===== config.mk =====
export PLATFORM = sky130hd
export DESIGN_NAME = byte_alu_exec
export DESIGN_NICKNAME = d
export VERILOG_FILES = /design/src/rtl/byte_alu_pkg.sv /design/src/rtl/byte_alu_decode.sv /design/src/rtl/byte_alu_arith.sv /design/src/rtl/byte_alu_bitops.sv /design/src/rtl/byte_alu_exec.sv
export SDC_FILE = /design/constraint.sdc
export NUM_CORES = 1
export LEC_CHECK = 0
export BUFFER_PORTS_ARGS = -buffer_cell sky130_fd_sc_hd__buf_2
export CORE_UTILIZATION = 50
export DETAILED_ROUTE_END_ITERATION = 8
export PLACE_DENSITY = 0.72
export SYNTH_ARGS = -nofsm -noshare
export SYNTH_HDL_FRONTEND = slang
export SYNTH_SLANG_ARGS = --single-unit
export TNS_END_PERCENT = 30

===== constraint.sdc =====
create_clock -name vclk -period 21.6
set_clock_uncertainty 0.1 [all_clocks]
set_input_delay 3.24 -clock vclk [all_inputs]
set_output_delay 3.24 -clock vclk [all_outputs]
set_load 0.005 [all_outputs]

===== src/rtl/byte_alu_pkg.sv =====
package byte_alu_pkg;
  localparam int DATA_W  = 8;
  localparam int INSTR_W = 14;
  localparam int ADDR_W  = 7;
  localparam int NIB_W   = DATA_W / 2;
  localparam int BIT_W   = $clog2(DATA_W);

  localparam logic [5:0] OPC_ANDR  = 6'b010010;
  localparam logic [5:0] OPC_IORR  = 6'b010011;
  localparam logic [5:0] OPC_XORR  = 6'b010100;
  localparam logic [5:0] OPC_RL    = 6'b010101;
  localparam logic [5:0] OPC_RR    = 6'b010110;
  localparam logic [5:0] OPC_SWAP  = 6'b010111;
  localparam logic [5:0] OPC_MOV   = 6'b011000;
  localparam logic [5:0] OPC_INC   = 6'b011001;
  localparam logic [5:0] OPC_INCSZ = 6'b011010;
  localparam logic [5:0] OPC_ADD   = 6'b011011;
  localparam logic [5:0] OPC_SUB   = 6'b011100;
  localparam logic [5:0] OPC_DEC   = 6'b011101;
  localparam logic [5:0] OPC_DECSZ = 6'b011110;
  localparam logic [5:0] OPC_COM   = 6'b011111;
  localparam logic [5:0] OPC_MISC  = 6'b010000;
  localparam logic [5:0] OPC_CLRST = 6'b010001;
  localparam logic [5:0] OPC_ANDI  = 6'b110100;
  localparam logic [5:0] OPC_IORI  = 6'b110101;
  localparam logic [5:0] OPC_XORI  = 6'b110110;
  localparam logic [5:0] OPC_LDI   = 6'b111010;

  typedef enum logic [4:0] {
    OP_NONE, OP_ADD, OP_SUB, OP_INC, OP_DEC,
    OP_AND, OP_IOR, OP_XOR, OP_RR, OP_RL, OP_SWAP, OP_COM,
    OP_PASSA, OP_PASSW, OP_ZERO, OP_BCLR, OP_BSET
  } alu_op_e;

  typedef enum logic [1:0] {SK_NONE, SK_ZERO, SK_BCLR, SK_BSET} skip_e;

  typedef struct packed {
    alu_op_e op;
    logic    src_imm;
    logic    wr_w;
    logic    wr_reg;
    logic    c_en;
    logic    hc_en;
    logic    z_en;
    skip_e   skip;
    logic    clrwdt;
    logic    sleep;
    logic    tmode;
    logic    ret;
  } ctl_t;
endpackage


===== src/rtl/byte_alu_decode.sv =====
module byte_alu_decode
  import byte_alu_pkg::*;
(
  input  logic [INSTR_W-1:0] instr_i,
  output ctl_t               ctl_o
);
  logic [5:0] opc;
  logic       tsel;

  assign opc  = instr_i[13:8];
  assign tsel = instr_i[7];

  always_comb begin
    ctl_o      = '0;
    ctl_o.op   = OP_NONE;
    ctl_o.skip = SK_NONE;
    if (instr_i[13:12] == 2'b00) begin
      if (instr_i[10]) begin
        ctl_o.skip = instr_i[11] ? SK_BSET : SK_BCLR;
      end else begin
        ctl_o.op     = instr_i[11] ? OP_BSET : OP_BCLR;
        ctl_o.wr_reg = 1'b1;
      end
    end else begin
      case (opc)
        OPC_ADD, OPC_SUB: begin
          ctl_o.op     = (opc == OPC_ADD) ? OP_ADD : OP_SUB;
          ctl_o.wr_w   = ~tsel;
          ctl_o.wr_reg = tsel;
          ctl_o.c_en   = 1'b1;
          ctl_o.hc_en  = 1'b1;
          ctl_o.z_en   = 1'b1;
        end
        OPC_ANDR, OPC_IORR, OPC_XORR, OPC_COM, OPC_MOV, OPC_INC, OPC_DEC: begin
          unique case (opc)
            OPC_ANDR: ctl_o.op = OP_AND;
            OPC_IORR: ctl_o.op = OP_IOR;
            OPC_XORR: ctl_o.op = OP_XOR;
            OPC_COM:  ctl_o.op = OP_COM;
            OPC_MOV:  ctl_o.op = OP_PASSA;
            OPC_INC:  ctl_o.op = OP_INC;
            default:  ctl_o.op = OP_DEC;
          endcase
          ctl_o.wr_w   = ~tsel;
          ctl_o.wr_reg = tsel;
          ctl_o.z_en   = 1'b1;
        end
        OPC_RR, OPC_RL: begin
          ctl_o.op     = (opc == OPC_RR) ? OP_RR : OP_RL;
          ctl_o.wr_w   = ~tsel;
          ctl_o.wr_reg = tsel;
          ctl_o.c_en   = 1'b1;
        end
        OPC_SWAP: begin
          ctl_o.op     = OP_SWAP;
          ctl_o.wr_w   = ~tsel;
          ctl_o.wr_reg = tsel;
        end
        OPC_INCSZ, OPC_DECSZ: begin
          ctl_o.op     = (opc == OPC_INCSZ) ? OP_INC : OP_DEC;
          ctl_o.wr_w   = ~tsel;
          ctl_o.wr_reg = tsel;
          ctl_o.skip   = SK_ZERO;
        end
        OPC_ANDI, OPC_IORI, OPC_XORI: begin
          unique case (opc)
            OPC_ANDI: ctl_o.op = OP_AND;
            OPC_IORI: ctl_o.op = OP_IOR;
            default:  ctl_o.op = OP_XOR;
          endcase
          ctl_o.src_imm = 1'b1;
          ctl_o.wr_w    = 1'b1;
          ctl_o.z_en    = 1'b1;
        end
        OPC_LDI: begin
          ctl_o.op      = OP_PASSA;
          ctl_o.src_imm = 1'b1;
          ctl_o.wr_w    = 1'b1;
        end
        OPC_CLRST: begin
          ctl_o.wr_reg = 1'b1;
          if (tsel) begin
            ctl_o.op = OP_PASSW;
          end else begin
            ctl_o.op   = OP_ZERO;
            ctl_o.z_en = 1'b1;
          end
        end
        OPC_MISC: begin
          if (tsel) begin
            ctl_o.op   = OP_ZERO;
            ctl_o.wr_w = 1'b1;
            ctl_o.z_en = 1'b1;
          end else begin
            case (instr_i[6:0])
              7'd1:    ctl_o.clrwdt = 1'b1;
              7'd2:    ctl_o.sleep  = 1'b1;
              7'd3:    ctl_o.tmode  = 1'b1;
              7'd4:    ctl_o.ret    = 1'b1;
              default: ;
            endcase
          end
        end
        default: ;
      endcase
    end
  end
endmodule


===== src/rtl/byte_alu_arith.sv =====
module byte_alu_arith
  import byte_alu_pkg::*;
(
  input  alu_op_e           op_i,
  input  logic [DATA_W-1:0] a_i,
  input  logic [DATA_W-1:0] w_i,
  output logic [DATA_W-1:0] res_o,
  output logic              c_o,
  output logic              hc_o
);
  logic [DATA_W-1:0] b;
  logic              cin;
  logic [NIB_W:0]    lo_sum;
  logic [NIB_W:0]    hi_sum;

  // one adder: add, subtract (invert + carry in), increment, decrement (add all ones)
  always_comb begin
    unique case (op_i)
      OP_ADD:  begin b = w_i;            cin = 1'b0; end
      OP_SUB:  begin b = ~w_i;           cin = 1'b1; end
      OP_INC:  begin b = '0;             cin = 1'b1; end
      OP_DEC:  begin b = '1;             cin = 1'b0; end
      default: begin b = '0;             cin = 1'b0; end
    endcase
  end

  assign lo_sum = {1'b0, a_i[NIB_W-1:0]} + {1'b0, b[NIB_W-1:0]} + {{NIB_W{1'b0}}, cin};
  assign hi_sum = {1'b0, a_i[DATA_W-1:NIB_W]} + {1'b0, b[DATA_W-1:NIB_W]}
                + {{NIB_W{1'b0}}, lo_sum[NIB_W]};

  assign res_o = {hi_sum[NIB_W-1:0], lo_sum[NIB_W-1:0]};
  assign c_o   = hi_sum[NIB_W];
  assign hc_o  = lo_sum[NIB_W];
endmodule


===== src/rtl/byte_alu_bitops.sv =====
module byte_alu_bitops
  import byte_alu_pkg::*;
(
  input  alu_op_e           op_i,
  input  logic [DATA_W-1:0] a_i,
  input  logic [DATA_W-1:0] w_i,
  input  logic              c_i,
  input  logic [BIT_W-1:0]  bsel_i,
  output logic [DATA_W-1:0] res_o,
  output logic              c_o,
  output logic              bit_o
);
  logic [DATA_W-1:0] mask;

  for (genvar i = 0; i < DATA_W; i++) begin : g_mask
    assign mask[i] = (bsel_i == BIT_W'(i));
  end

  assign bit_o = |(a_i & mask);

  always_comb begin
    c_o = 1'b0;
    unique case (op_i)
      OP_AND:   res_o = a_i & w_i;
      OP_IOR:   res_o = a_i | w_i;
      OP_XOR:   res_o = a_i ^ w_i;
      OP_RR:    begin res_o = {c_i, a_i[DATA_W-1:1]}; c_o = a_i[0]; end
      OP_RL:    begin res_o = {a_i[DATA_W-2:0], c_i}; c_o = a_i[DATA_W-1]; end
      OP_SWAP:  res_o = {a_i[NIB_W-1:0], a_i[DATA_W-1:NIB_W]};
      OP_COM:   res_o = ~a_i;
      OP_PASSA: res_o = a_i;
      OP_PASSW: res_o = w_i;
      OP_BCLR:  res_o = a_i & ~mask;
      OP_BSET:  res_o = a_i | mask;
      default:  res_o = '0;
    endcase
  end
endmodule


===== src/rtl/byte_alu_exec.sv =====
module byte_alu_exec
  import byte_alu_pkg::*;
(
  input  logic [INSTR_W-1:0] instr_i,
  input  logic [DATA_W-1:0]  w_i,
  input  logic [DATA_W-1:0]  reg_i,
  input  logic               c_i,
  output logic [DATA_W-1:0]  result_o,
  output logic               w_we_o,
  output logic               reg_we_o,
  output logic [ADDR_W-1:0]  addr_o,
  output logic               c_o,
  output logic               c_we_o,
  output logic               hc_o,
  output logic               hc_we_o,
  output logic               z_o,
  output logic               z_we_o,
  output logic               skip_o,
  output logic               clrwdt_o,
  output logic               sleep_o,
  output logic               tmode_o,
  output logic               ret_o
);
  ctl_t              ctl;
  logic [DATA_W-1:0] opa;
  logic [DATA_W-1:0] ar_res, bo_res, res;
  logic              ar_c, ar_hc, bo_c, bo_bit;
  logic              is_arith, res_zero, any_wr;

  byte_alu_decode u_dec (.instr_i(instr_i), .ctl_o(ctl));

  assign opa = ctl.src_imm ? instr_i[DATA_W-1:0] : reg_i;

  byte_alu_arith u_arith (
    .op_i(ctl.op), .a_i(opa), .w_i(w_i),
    .res_o(ar_res), .c_o(ar_c), .hc_o(ar_hc)
  );

  byte_alu_bitops u_bitops (
    .op_i(ctl.op), .a_i(opa), .w_i(w_i), .c_i(c_i),
    .bsel_i(instr_i[ADDR_W+BIT_W-1:ADDR_W]),
    .res_o(bo_res), .c_o(bo_c), .bit_o(bo_bit)
  );

  assign is_arith = ctl.op inside {OP_ADD, OP_SUB, OP_INC, OP_DEC};
  assign res      = is_arith ? ar_res : bo_res;
  assign res_zero = (res == '0);
  assign any_wr   = ctl.wr_w | ctl.wr_reg;

  always_comb begin
    unique case (ctl.skip)
      SK_ZERO: skip_o = res_zero;
      SK_BCLR: skip_o = ~bo_bit;
      SK_BSET: skip_o = bo_bit;
      default: skip_o = 1'b0;
    endcase
  end

  assign result_o = any_wr ? res : '0;
  assign w_we_o   = ctl.wr_w;
  assign reg_we_o = ctl.wr_reg;
  assign addr_o   = instr_i[ADDR_W-1:0];
  assign c_we_o   = ctl.c_en;
  assign c_o      = ctl.c_en & (is_arith ? ar_c : bo_c);
  assign hc_we_o  = ctl.hc_en;
  assign hc_o     = ctl.hc_en & ar_hc;
  assign z_we_o   = ctl.z_en;
  assign z_o      = ctl.z_en & res_zero;
  assign clrwdt_o = ctl.clrwdt;
  assign sleep_o  = ctl.sleep;
  assign tmode_o  = ctl.tmode;
  assign ret_o    = ctl.ret;
endmodule


==> impl_metrics.toml <==
[power_and_ir_drop]
power.static_leakage_nw = 1.12
vdd_drop_max_mv = 0.0140
power_density_nw_per_um2 = 25.6

[detailed_routing]
iter_0_drt_violations = 525
final_antenna_net_count = 0
met3_length_um = 1250
vias = 3229
wl_met1_um = 3510
viasPerCell = 7.10
dr_wl_met2_um = 3900
first_pass_iters = 9
detail_route.wl_per_cell_um = 19.4
drt-total-wl_um = 8840
topRoutingLayerUsed = "met4"
route.detailed.drc = 12

[placement]
numPortBuffers = 59
globalplace.congestion = 1.05
place_hpwl_um = 6760
placed_cells = 455
dpl_worst_slack_ns = 9.26

[layout]
filler_cell_count = 429
finalNetCount = 446
layout-area-overhead-vs-synth_pct = 9.55
drive_gt1_frac = 0.184
area.sequential_um2 = 0
stdcell_count = 455
final_cell_mix = "sky130_fd_sc_hd__buf_2, sky130_fd_sc_hd__nand2_1, sky130_fd_sc_hd__nor2_1"
diodes = 0
final_common_cell = "sky130_fd_sc_hd__buf_2"
seq_cells = 0
nClkBuffers = 0

[run_status]
run_status = "complete, but fails checks"
violations_in_the_final_reports = "DRC"

[sta]
timing.setup.tns_ns = 0
worstMarginPinSlew_ns = 0.925
timing.final.max_slew_violations = 0
clock.fmax_mhz = 80.4
max-slew-margin-rel = 0.379
final.min_clock_period_ns = 12.43
report.final.hold_viol_count = 0
timing.final.setup_violations = 0
period_share = 0.576
grt_setup_unrepaired = "false"
timing.final.ws_setup_ns = 9.17

[cts]
post-cts-setup-buffer-count = 0
cts_hold_buf = 0
post_cts_resized = 0

[logic_synthesis]
ys.warnings.count = 0
mappedNetlistArea_um2 = 2370
syn_avg_cell_area_um2 = 6.37
synth_nets = 413
syn_inst = 372
synthDistinctLibCells = 68
synth_sequential_area_ratio = 0

[worst_setup_path]
crit_top_cell = "sky130_fd_sc_hd__fa_1"
worst_path_max_delay_cell = "sky130_fd_sc_hd__nor2_1"
worst-path-buf-inv = 3
crit_path_end_kind = "primary output"
crit_path_launch_type = "input port"
setup.worst_path.class = "input port to primary output"
maximum_fanout_count_along_the_critical_path = 39
critPathRequiredTime_ns = 18.26
timing.critical_path.arrival_ns = 9.09
slowest_delay_ns = 0.51
critical_path.startpoint = "instr_i[8]"
critical_path.top_delay_family = "simple AND/OR/NAND/NOR gates"

[job]
drv_cap = 0

[floorplan]
std_cell_rows = 24
effective_utilization_at_floorplan = 0.534
floorplan.die_area_um2 = 5020
total_core_area_um2 = 4440
die_w_um = 70.9
dieHeight_um = 70.9
io_pins = 59

[global_routing]
grt_start_max_net_pins = 40
globalRouteTotalUtil = 0.353
globalRoute.totalOverflow = 0
grt_first_pass_wirelength_um = 14300
first_global_vias = 2776
initial_antenna_violation_count = 0

[min_path]
worst_hold_path_type = "input port to primary output"
hold_path.startpoint = "instr_i[4]"
==> report_power, final <==
part	total (mW)	switching (mW)	internal, mW
clock network	0	0	0
logic	0.0665	0.0415	0.0250
registers	0	0	0
total	0.0665	0.0415	0.0250
==> cell usage after synthesis (4+ instances only) <==
master | count | area, um2
sky130_fd_sc_hd__inv_1 | 18 | 67.6
sky130_fd_sc_hd__nand2_1 | 37 | 139
sky130_fd_sc_hd__o21ai_0 | 18 | 90.1
sky130_fd_sc_hd__a211o_1 | 4 | 35.0
sky130_fd_sc_hd__and3_1 | 7 | 43.8
sky130_fd_sc_hd__fa_1 | 4 | 80.1
sky130_fd_sc_hd__xnor2_1 | 5 | 43.8
sky130_fd_sc_hd__a211oi_1 | 6 | 45.0
sky130_fd_sc_hd__nand3_1 | 10 | 50.1
sky130_fd_sc_hd__or3b_2 | 4 | 35.0
sky130_fd_sc_hd__nor3_1 | 18 | 90.1
sky130_fd_sc_hd__o22ai_1 | 9 | 56.3
sky130_fd_sc_hd__a21oi_1 | 24 | 120
sky130_fd_sc_hd__buf_4 | 8 | 60.1
sky130_fd_sc_hd__o31ai_1 | 4 | 30.0
sky130_fd_sc_hd__nand2b_1 | 9 | 56.3
sky130_fd_sc_hd__nand4_1 | 6 | 37.5
sky130_fd_sc_hd__ha_1 | 6 | 75.1
sky130_fd_sc_hd__buf_2 | 8 | 40.0
sky130_fd_sc_hd__a21o_1 | 8 | 60.1
sky130_fd_sc_hd__o211ai_1 | 10 | 75.1
sky130_fd_sc_hd__or3_1 | 6 | 37.5
sky130_fd_sc_hd__xor2_1 | 5 | 43.8
sky130_fd_sc_hd__nor2_1 | 28 | 105
sky130_fd_sc_hd__o221ai_1 | 5 | 43.8
sky130_fd_sc_hd__a31oi_1 | 8 | 50.1
sky130_fd_sc_hd__mux2i_1 | 9 | 90.1
sky130_fd_sc_hd__nor2b_1 | 11 | 68.8
sky130_fd_sc_hd__nor4_1 | 6 | 37.5
sky130_fd_sc_hd__clkbuf_1 | 13 | 48.8
==> metrics by stage <==
stage	hold slack, ns	cell area [um2]	power [mW]	util
CTS	6.58	2600	0.0647	0.584
detailed placement	6.58	2600	0.0642	0.584
global route	6.59	2600	0.0719	0.584
floorplan	6.41	2370	0.0447	-
finish	6.58	2600	0.0665	0.584
global placement	6.58	2600	0.0641	0.584
==> cell families (layout without fill, tap and decap cells) <==
kind of cell / after synthesis / count (layout) / synth area share
buffers and inverters: 51 / 82 / 0.101
adders and majority gates: 10 / 10 / 0.0654
muxes: 11 / 11 / 0.0475
AOI/OAI and AO/OA: 127 / 127 / 0.377
and+or+nand+nor: 163 / 163 / 0.372
xor gates and xnor gates: 10 / 10 / 0.0369
==> layout make-up <==
cell class	instances	area, um2	share of cell area
multi-input cells	321	2130	0.821
repair buffers	64	333	0.128
inverters	18	67.6	0.0260
well taps	52	65.1	0.0250
==> routing by layer <==
layer	vias up	global-route usage
li1	1488	-
met2	263	0.560
met3	32	0.0840
met4	0	0.0533
met1	1446	0.494
met5	-	0
==> worst paths after layout <==
check	slack (ns)	to	depth (start not counted)
setup / recovery	9.17	z_o	26
hold / removal	6.58	addr_o[4]	2
No activity file was read; power rests on OpenSTA's default activity.
